[src/rtl/dac_seq_pkg.sv]
package dac_seq_pkg;
   localparam int CODE_W    = 12;
   localparam int FRAME_MAX = 4;
   localparam int IDX_W     = $clog2(FRAME_MAX);
   localparam int LEN_W     = IDX_W + 1;

   typedef enum logic [1:0] {
      MODE_FAST    = 2'd0,
      MODE_REG     = 2'd1,
      MODE_NVM     = 2'd2,
      MODE_REG_ALT = 2'd3
   } wr_mode_e;

   typedef struct packed {
      logic [CODE_W-1:0] code;
      wr_mode_e          mode;
      logic [1:0]        pd;
   } dac_req_t;

   typedef enum logic [1:0] {
      SQ_IDLE = 2'd0,
      SQ_SEND = 2'd1,
      SQ_STOP = 2'd2
   } seq_state_e;

   function automatic logic [2:0] cmd_bits(input wr_mode_e m);
      return (m == MODE_NVM) ? 3'b011 : 3'b010;
   endfunction
endpackage

[src/rtl/dac_pwrup_timer.sv]
module dac_pwrup_timer #(
   parameter int CYCLES = 1_000_000
) (
   input  logic clk,
   input  logic rst_n,
   output logic ready
);
   generate
      if (CYCLES == 0) begin : g_none
         assign ready = 1'b1;
      end else begin : g_count
         localparam int CW = $clog2(CYCLES + 1);
         logic [CW-1:0] cnt_q;
         always_ff @(posedge clk or negedge rst_n) begin
            if (!rst_n)                   cnt_q <= '0;
            else if (cnt_q != CW'(CYCLES)) cnt_q <= cnt_q + 1'b1;
         end
         assign ready = (cnt_q == CW'(CYCLES));
      end
   endgenerate
endmodule

[src/rtl/dac_req_hold.sv]
module dac_req_hold
   import dac_seq_pkg::*;
#(
   parameter logic [CODE_W-1:0] INIT_CODE = 12'h400,
   parameter int                INIT_MODE = 1,
   parameter bit                INIT_SEND = 1'b1
) (
   input  logic              clk,
   input  logic              rst_n,
   input  logic              upd_req,
   input  logic [CODE_W-1:0] upd_code,
   input  logic [1:0]        upd_mode,
   input  logic [1:0]        upd_pd,
   input  logic              take,
   output dac_req_t          pend,
   output logic              pend_valid
);
   always_ff @(posedge clk or negedge rst_n) begin
      if (!rst_n) begin
         pend.code  <= INIT_CODE;
         pend.mode  <= wr_mode_e'(INIT_MODE[1:0]);
         pend.pd    <= 2'b00;
         pend_valid <= INIT_SEND;
      end else if (upd_req) begin
         pend.code  <= upd_code;
         pend.mode  <= wr_mode_e'(upd_mode);
         pend.pd    <= upd_pd;
         pend_valid <= 1'b1;
      end else if (take) begin
         pend_valid <= 1'b0;
      end
   end
endmodule

[src/rtl/dac_frame_pack.sv]
module dac_frame_pack
   import dac_seq_pkg::*;
#(
   parameter logic [3:0] DEV_CODE = 4'b1100,
   parameter logic [1:0] HW_BITS  = 2'b00
) (
   input  dac_req_t         req,
   input  logic             a0,
   input  logic [IDX_W-1:0] idx,
   output logic [7:0]       byte_o,
   output logic             last_o,
   output logic [LEN_W-1:0] len_o
);
   logic [7:0] slot [FRAME_MAX];

   always_comb begin
      slot[0] = {DEV_CODE, HW_BITS, a0, 1'b0};
      if (req.mode == MODE_FAST) begin
         slot[1] = {2'b00, req.pd, req.code[11:8]};
         slot[2] = req.code[7:0];
         slot[3] = 8'h00;
         len_o   = LEN_W'(3);
      end else begin
         slot[1] = {cmd_bits(req.mode), 2'b00, req.pd, 1'b0};
         slot[2] = req.code[11:4];
         slot[3] = {req.code[3:0], 4'b0000};
         len_o   = LEN_W'(4);
      end
   end

   assign byte_o = slot[idx];
   assign last_o = ({1'b0, idx} == (len_o - 1'b1));
endmodule

[src/rtl/dac_write_seq.sv]
module dac_write_seq
   import dac_seq_pkg::*;
#(
   parameter int                PWRUP_CYCLES = 1_000_000,
   parameter logic [CODE_W-1:0] INIT_CODE    = 12'h400,
   parameter int                INIT_MODE    = 1,
   parameter bit                INIT_SEND    = 1'b1,
   parameter logic [3:0]        DEV_CODE     = 4'b1100
) (
   input  logic              clk,
   input  logic              rst_n,
   input  logic              upd_req,
   input  logic [CODE_W-1:0] upd_code,
   input  logic [1:0]        upd_mode,
   input  logic [1:0]        upd_pd,
   input  logic              addr_a0,
   output logic              start_req,
   output logic              byte_valid,
   output logic [7:0]        byte_data,
   output logic              last_byte,
   output logic              stop_req,
   input  logic              byte_done,
   input  logic              ack_ok,
   output logic              busy,
   output logic              done,
   output logic              err
);
   generate
      if (PWRUP_CYCLES < 0) begin : g_bad_wait
         $error("PWRUP_CYCLES must not be negative");
      end
      if (INIT_MODE < 0 || INIT_MODE > 3) begin : g_bad_mode
         $error("INIT_MODE must be 0..3");
      end
   endgenerate

   seq_state_e       state_q;
   logic [IDX_W-1:0] idx_q;
   dac_req_t         cur_q;
   logic             a0_q;
   logic             start_q, done_q, err_q;
   logic             pwr_ready, pend_valid, launch;
   dac_req_t         pend;
   logic [LEN_W-1:0] frame_len;
   logic             is_last;

   dac_pwrup_timer #(.CYCLES(PWRUP_CYCLES)) u_timer (
      .clk(clk), .rst_n(rst_n), .ready(pwr_ready)
   );

   assign launch = (state_q == SQ_IDLE) && pwr_ready && pend_valid;

   dac_req_hold #(.INIT_CODE(INIT_CODE), .INIT_MODE(INIT_MODE), .INIT_SEND(INIT_SEND)) u_hold (
      .clk(clk), .rst_n(rst_n), .upd_req(upd_req), .upd_code(upd_code),
      .upd_mode(upd_mode), .upd_pd(upd_pd), .take(launch),
      .pend(pend), .pend_valid(pend_valid)
   );

   dac_frame_pack #(.DEV_CODE(DEV_CODE)) u_pack (
      .req(cur_q), .a0(a0_q), .idx(idx_q),
      .byte_o(byte_data), .last_o(is_last), .len_o(frame_len)
   );

   always_ff @(posedge clk or negedge rst_n) begin
      if (!rst_n) begin
         state_q <= SQ_IDLE;
         idx_q   <= '0;
         cur_q   <= '0;
         a0_q    <= 1'b0;
         start_q <= 1'b0;
         done_q  <= 1'b0;
         err_q   <= 1'b0;
      end else begin
         start_q <= 1'b0;
         done_q  <= 1'b0;
         err_q   <= 1'b0;
         case (state_q)
            SQ_IDLE: if (launch) begin
               state_q <= SQ_SEND;
               start_q <= 1'b1;
               idx_q   <= '0;
               cur_q   <= pend;
               a0_q    <= addr_a0;
            end
            SQ_SEND: if (byte_done) begin
               if (!ack_ok) begin
                  state_q <= SQ_STOP;
                  err_q   <= 1'b1;
               end else if (is_last) begin
                  state_q <= SQ_IDLE;
                  done_q  <= 1'b1;
               end else begin
                  idx_q <= idx_q + 1'b1;
               end
            end
            SQ_STOP: if (byte_done) state_q <= SQ_IDLE;
            default: state_q <= SQ_IDLE;
         endcase
      end
   end

   assign start_req  = start_q;
   assign byte_valid = (state_q == SQ_SEND);
   assign last_byte  = byte_valid && is_last;
   assign stop_req   = (state_q == SQ_STOP);
   assign busy       = (state_q != SQ_IDLE);
   assign done       = done_q;
   assign err        = err_q;

   a_r5_no_early_start: assert property (@(posedge clk) disable iff (!rst_n)
      start_req |-> pwr_ready);
   a_r6_start_with_busy: assert property (@(posedge clk) disable iff (!rst_n)
      $rose(busy) |-> start_req);
   a_r6_hold_byte: assert property (@(posedge clk) disable iff (!rst_n)
      (byte_valid && !byte_done) |=> (byte_valid && $stable(byte_data)));
   a_r4_idx_range: assert property (@(posedge clk) disable iff (!rst_n)
      byte_valid |-> ({1'b0, idx_q} < frame_len));
   a_r7_no_byte_after_nack: assert property (@(posedge clk) disable iff (!rst_n)
      (byte_valid && byte_done && !ack_ok) |=> (!byte_valid && stop_req));
   a_r7_err_stop: assert property (@(posedge clk) disable iff (!rst_n)
      err |-> (stop_req && !done));
   a_r8_done_idle: assert property (@(posedge clk) disable iff (!rst_n)
      done |-> !busy);
endmodule

[config.mk]
export PLATFORM = sky130hd
export DESIGN_NAME = dac_write_seq
export DESIGN_NICKNAME = d
export VERILOG_FILES = /design/src/rtl/dac_seq_pkg.sv /design/src/rtl/dac_pwrup_timer.sv /design/src/rtl/dac_req_hold.sv /design/src/rtl/dac_frame_pack.sv /design/src/rtl/dac_write_seq.sv
export SDC_FILE = /design/constraint.sdc
export NUM_CORES = 1
export LEC_CHECK = 0
export BUFFER_PORTS_ARGS = -buffer_cell sky130_fd_sc_hd__buf_2
export CAP_MARGIN = 20
export CORE_ASPECT_RATIO = 0.9
export CORE_MARGIN = 1.5
export CORE_UTILIZATION = 30
export CTS_CLUSTER_SIZE = 28
export DETAILED_ROUTE_END_ITERATION = 12
export PLACE_DENSITY_LB_ADDON = 0.08
export SKIP_CTS_REPAIR_TIMING = 1
export SLEW_MARGIN = 30
export SYNTH_ARGS = -nofsm -noshare
export SYNTH_HDL_FRONTEND = slang
export SYNTH_SLANG_ARGS = --single-unit
[constraint.sdc]
create_clock -name clk -period 3.4 [get_ports clk]
set_input_delay 0.51 -clock clk [delete_from_list [all_inputs] [get_ports clk]]
set_output_delay 0.51 -clock clk [all_outputs]
set_load 0.01 [all_outputs]
Yosys cells after proc, flatten, opt, wreduce, memory -nomap -nowiden
Index checks and enable logic that the tools add are counted.
W data, S select, Z words.

storage, ports and cells
  logic and storage cells = 70
  input port bits = 22
  flip-flop bits (word level) = 61
  output and inout port bits = 15

operators by class
  $add $sub $neg = 3
  bitwise logic cells = 1
  mux-type cells = 28
  reductions and logical operators = 11
  order comparisons = 1
  eq/ne operators = 12

operator list
  operator                 count
  $mux W24                 1
  $add A20 B1 Y20 const B  1
  $eq A20 B20 Y1 const B   1
  $ne A20 B20 Y1 const B   1
  $mux W2                  9
  $bmux W8 S2              1
  $mux W8                  2
  $mux W1                  12
  $ne A2 B1 Y1 const B     3
  $pmux W2 S3              1
  $reduce_bool A2 Y1       3
  $reduce_and A5 Y1        1
  $eq A2 B2 Y1 const B     2
  $logic_not A2 Y1         2
  $ne A2 B2 Y1 const B     2
  $pmux W2 S2              1
  $reduce_and A4 Y1        1
  $eq A2 B3 Y1             1
  $ge A3 B3 Y1 const B     1
  $logic_and A1 B1 Y1      3
  $mux W3                  1
  $ne A3 B2 Y1 const B     1
  $not A2 Y3               1
  $sub A3 B1 Y3 const B    1
  3 further kinds          3

Logic depth before layout (Yosys ltp)
  depth after elaboration = 8
  mapped depth = 7
  depth with buffers taken out = 6

Cells and area by module
Synthesis repeated with hierarchy kept, for this count alone.

second synthesis, totals
  cells, all modules = 226
  area total of the unflattened synthesis = 2932.8 sq um

modules (own cells, without submodules)
  module           cells an instance  instances  area an instance (sq um)
  dac_write_seq    67                 1          996.0
  dac_pwrup_timer  80                 1          952.2
  dac_req_hold     37                 1          686.9
  dac_frame_pack   42                 1          297.8

Worst setup path before layout
Ideal clock, no wire load.

  path kind = register to register
  from = reg u_timer.g_count.cnt_q[10]
  to = reg cur_q[10] in the netlist's numbering
  cell stages (with the launch flop) = 6
  setup slack = 0.961 ns
  setup time = 0.125 ns
  arrival = 2.314 ns
  clock period less this slack = 2.439 ns
  path through = dfrtp_1 or4b_1 or4_4 nor3_4 buf_12 mux2_4

on the way
  longest elaborated chain between the ends = 4

RTL lines
  item                              RTL line               text
  start: declaration                dac_pwrup_timer.sv:13  logic [CW-1:0] cnt_q;
  start signal: assignment          dac_pwrup_timer.sv:16  else if (cnt_q != CW'(CYCLES)) cnt_q <= cnt_q + 1'b1;
  $eq A20 B20 Y1                    dac_pwrup_timer.sv:18  assign ready = (cnt_q == CW'(CYCLES));
  $logic_and A1 B1 Y1 (2 in a row)  dac_write_seq.sv:51    assign launch = (state_q == SQ_IDLE) && pwr_ready && pend_valid;
  $reduce_and A2 Y1 (no line)       --
  end signal: assignment            dac_write_seq.sv:82    cur_q <= pend;
  end: declaration                  dac_write_seq.sv:39    dac_req_t cur_q;

No other way between the ends.
A chain may end at the register's enable or synchronous reset.

Worst setup path after layout
  from = reg u_timer.g_count.cnt_q[10]
  to = reg cur_q[3] in the netlist's numbering

Same word-level chain as after synthesis.

==> metrics <==
Post-Syn Instances=232; PnR worst setup slack=0.926 ns; WP data required=3.62 ns; number of synthesized flops with an enable pin=0; WL final=5.83 mm; Peak Freq=0.404 GHz; largest net degree at the start of global routing=44; Final Skew=0.00742 ns; Filler cells=923; GR Util met2=18.2%; Wirelength per Cell=14.5 um; vias=1870; Die ar.=0.0101 mm2; worst slew pin tran=0.562 ns; RR Startpoint=u_timer.g_count.cnt_q[10]; Yosys reg bits=61; final period utilization=72.8%; PortBufs=36; Pleak=1.57 nW; fin nets=300; slowest stage cell, crit path=or4b_1; most frequent cells in the layout=dfrtp_1 (58), buf_2 (36), mux2_2 (26), nand2_1 (13); Remaining DRCs=0; Critical Path Source Type=flip-flop; reg2reg setup slack=0.93 ns; P per Cell Area=434 mW/mm2; Max Cap Viol=0; Cell Count, Final, Fillers Out=402; mapped cell area=0.00285 mm2; antenna cells=0; Initial DRC Count=57; Clk Latency, worst-skew pair=0.34 ns; worst vdd ir=0.160 mV; pre-CTS setup slack=0.921 ns; clk buf depth=2; Syn Area/Cell=12.3 um2; WHS=0.0996 ns; FF-to-FF End=cur_q[3]; Yosys cell types=40; worst rel slew slack=62.5%; unrepaired setup endpoints after global routing=false; Core Area=0.00917 mm2; routing usage on met1=18.0%; R2R depth=5; chip height=95.4 um; met3 Resource Use GR=4.24%; final setup fails=0; Clock H-tree levels=3; gr usage total=12.9%; syn_nets=257; root buffer cell=clkbuf_8; sequential area share after synthesis=53.7%; critical-path cell list=or4b_1 > or4_4 > nor3_4 > buf_4 > mux2_2; placed insts=386; CP Capture Type=flip-flop; 1st-pass router iterations=4; Arrival @ worst endpoint=2.70 ns; Critical Path Fanout Max=19; DP HPWL=4.09 mm; vias per cell=4.65; GRT overflow=0; DIE WIDTH=106 um; outcome=finished, final reports clean; share of layout cells above drive strength 1=35.7%; commonest non-fill, non-tap cell in the layout=dfrtp_1; register area=0.00153 mm2; post-route ant nets=0; boundary pin count=37; Multi-input gate area=0.00125 mm2; ys async rst share=100%; Design Power=0.00145 W; CTS tree=done; vias in the first global route=1872; Inserted Clock Buffers=9; routability cong.=0.761; Layout area overhead=17.5%; Clock transition at path regs=0.08 ns; initial antenna violation count=0; max-slew violation count=0; fin crit period=2.47 ns; setup_tns=0 ns; Final Hold Vio Count=0; num rows=33; Setup Crit Path Kind=flip-flop to flip-flop; slowest stage delay, CP=0.53 ns; Tightest Hold Check Type=primary input to asynchronous set/reset pin; # clock sinks=61; Synth warnings=0; busiest grt layer=met2; Initial Util=31.1%; first-pass GRT wire length=9.74 mm; Post-synth top flop=dfrtp_1
area by class of cell:
type                    count  area share [%]
clock buffers              11            4.52
clock inverters             5            1.05
inverters                   7           0.785
multi-input cells         157            37.3
flip-flops and latches     61            45.7
well taps                 122            4.56
repair buffers             39            6.06
worst max-delay path by stage:
stage                                   start  cells after the start  slack, ns           end
floorplan           u_timer.g_count.cnt_q[10]                      5       0.96     cur_q[10]
global placement    u_timer.g_count.cnt_q[10]                      5       0.95      cur_q[3]
detailed placement  u_timer.g_count.cnt_q[10]                      5       0.92      cur_q[4]
CTS                 u_timer.g_count.cnt_q[10]                      5       0.92      cur_q[4]
global route                         idx_q[0]                      5       0.84  byte_data[3]
finish              u_timer.g_count.cnt_q[10]                      5       0.93      cur_q[3]
synth_stat cells, drive strengths merged (3+ instances only):
master	instances	area, um2
xor2	7	61.3
nand2b	6	37.5
nor2	8	30.0
nor3	10	61.3
mux2i	9	90.1
ha	3	37.5
nand4	4	25.0
clkbuf	5	18.8
nand3	10	50.1
and4	3	26.3
and3	4	28.8
dfstp	3	78.8
o21ai	9	45.0
inv	7	26.3
mux2	34	413
nand2	13	48.8
a21o	3	22.5
o22ai	3	18.8
dfrtp	58	1450
xnor2	11	96.3
metrics by stage:
stage / util (%) / cell area (um2)
floorplan: - / 2850
detailed placement: 34.5 / 3160
CTS: 36.5 / 3350
finish: 36.5 / 3350
global route: 36.5 / 3350
global placement: 34.5 / 3160
where the power goes:
group | internal [W] | total, W | switching (W)
Sequential | 0.000749 | 0.000769 | 0.0000206
Combinational | 0.0000393 | 0.0000819 | 0.0000427
Clock | 0.000302 | 0.000603 | 0.000300
Total | 0.00109 | 0.00145 | 0.000363
state kept, by name (all words and copies together), names as in the netlist:
register	cells
u_timer.g_count.cnt_q	20
cur_q	16
u_hold.pend	16
idx_q	2
state_q	2
a0_q	1
done	1
err	1
start_req	1
u_hold.pend_valid	1
per-layer routing:
| metal | routed length, um | vias to the layer above |
|---|---|---|
| met5 | 0 | - |
| met3 | 245 | 8 |
| met1 | 3080 | 908 |
| li1 | - | 917 |
| met4 | 103 | 0 |
| met2 | 2400 | 37 |
critical path: cells and delay by family (launching register included):
kind | cells | cell delay [ns]
multiplexers | 1 | 0.37
AND/OR/NAND/NOR | 3 | 1.25
buffers and inverters | 1 | 0.32
flip-flops | 1 | 0.42
cells by family after synthesis:
group / after synthesis / synth area share [%]
compound gates: 23 / 5.23
xor+xnor: 18 / 5.54
fa+ha+maj: 3 / 1.32
buf+inv: 14 / 2.42
flops: 61 / 53.7
mux: 43 / 17.7
simple gates: 70 / 14.1
(Power assumes the default switching activity.)
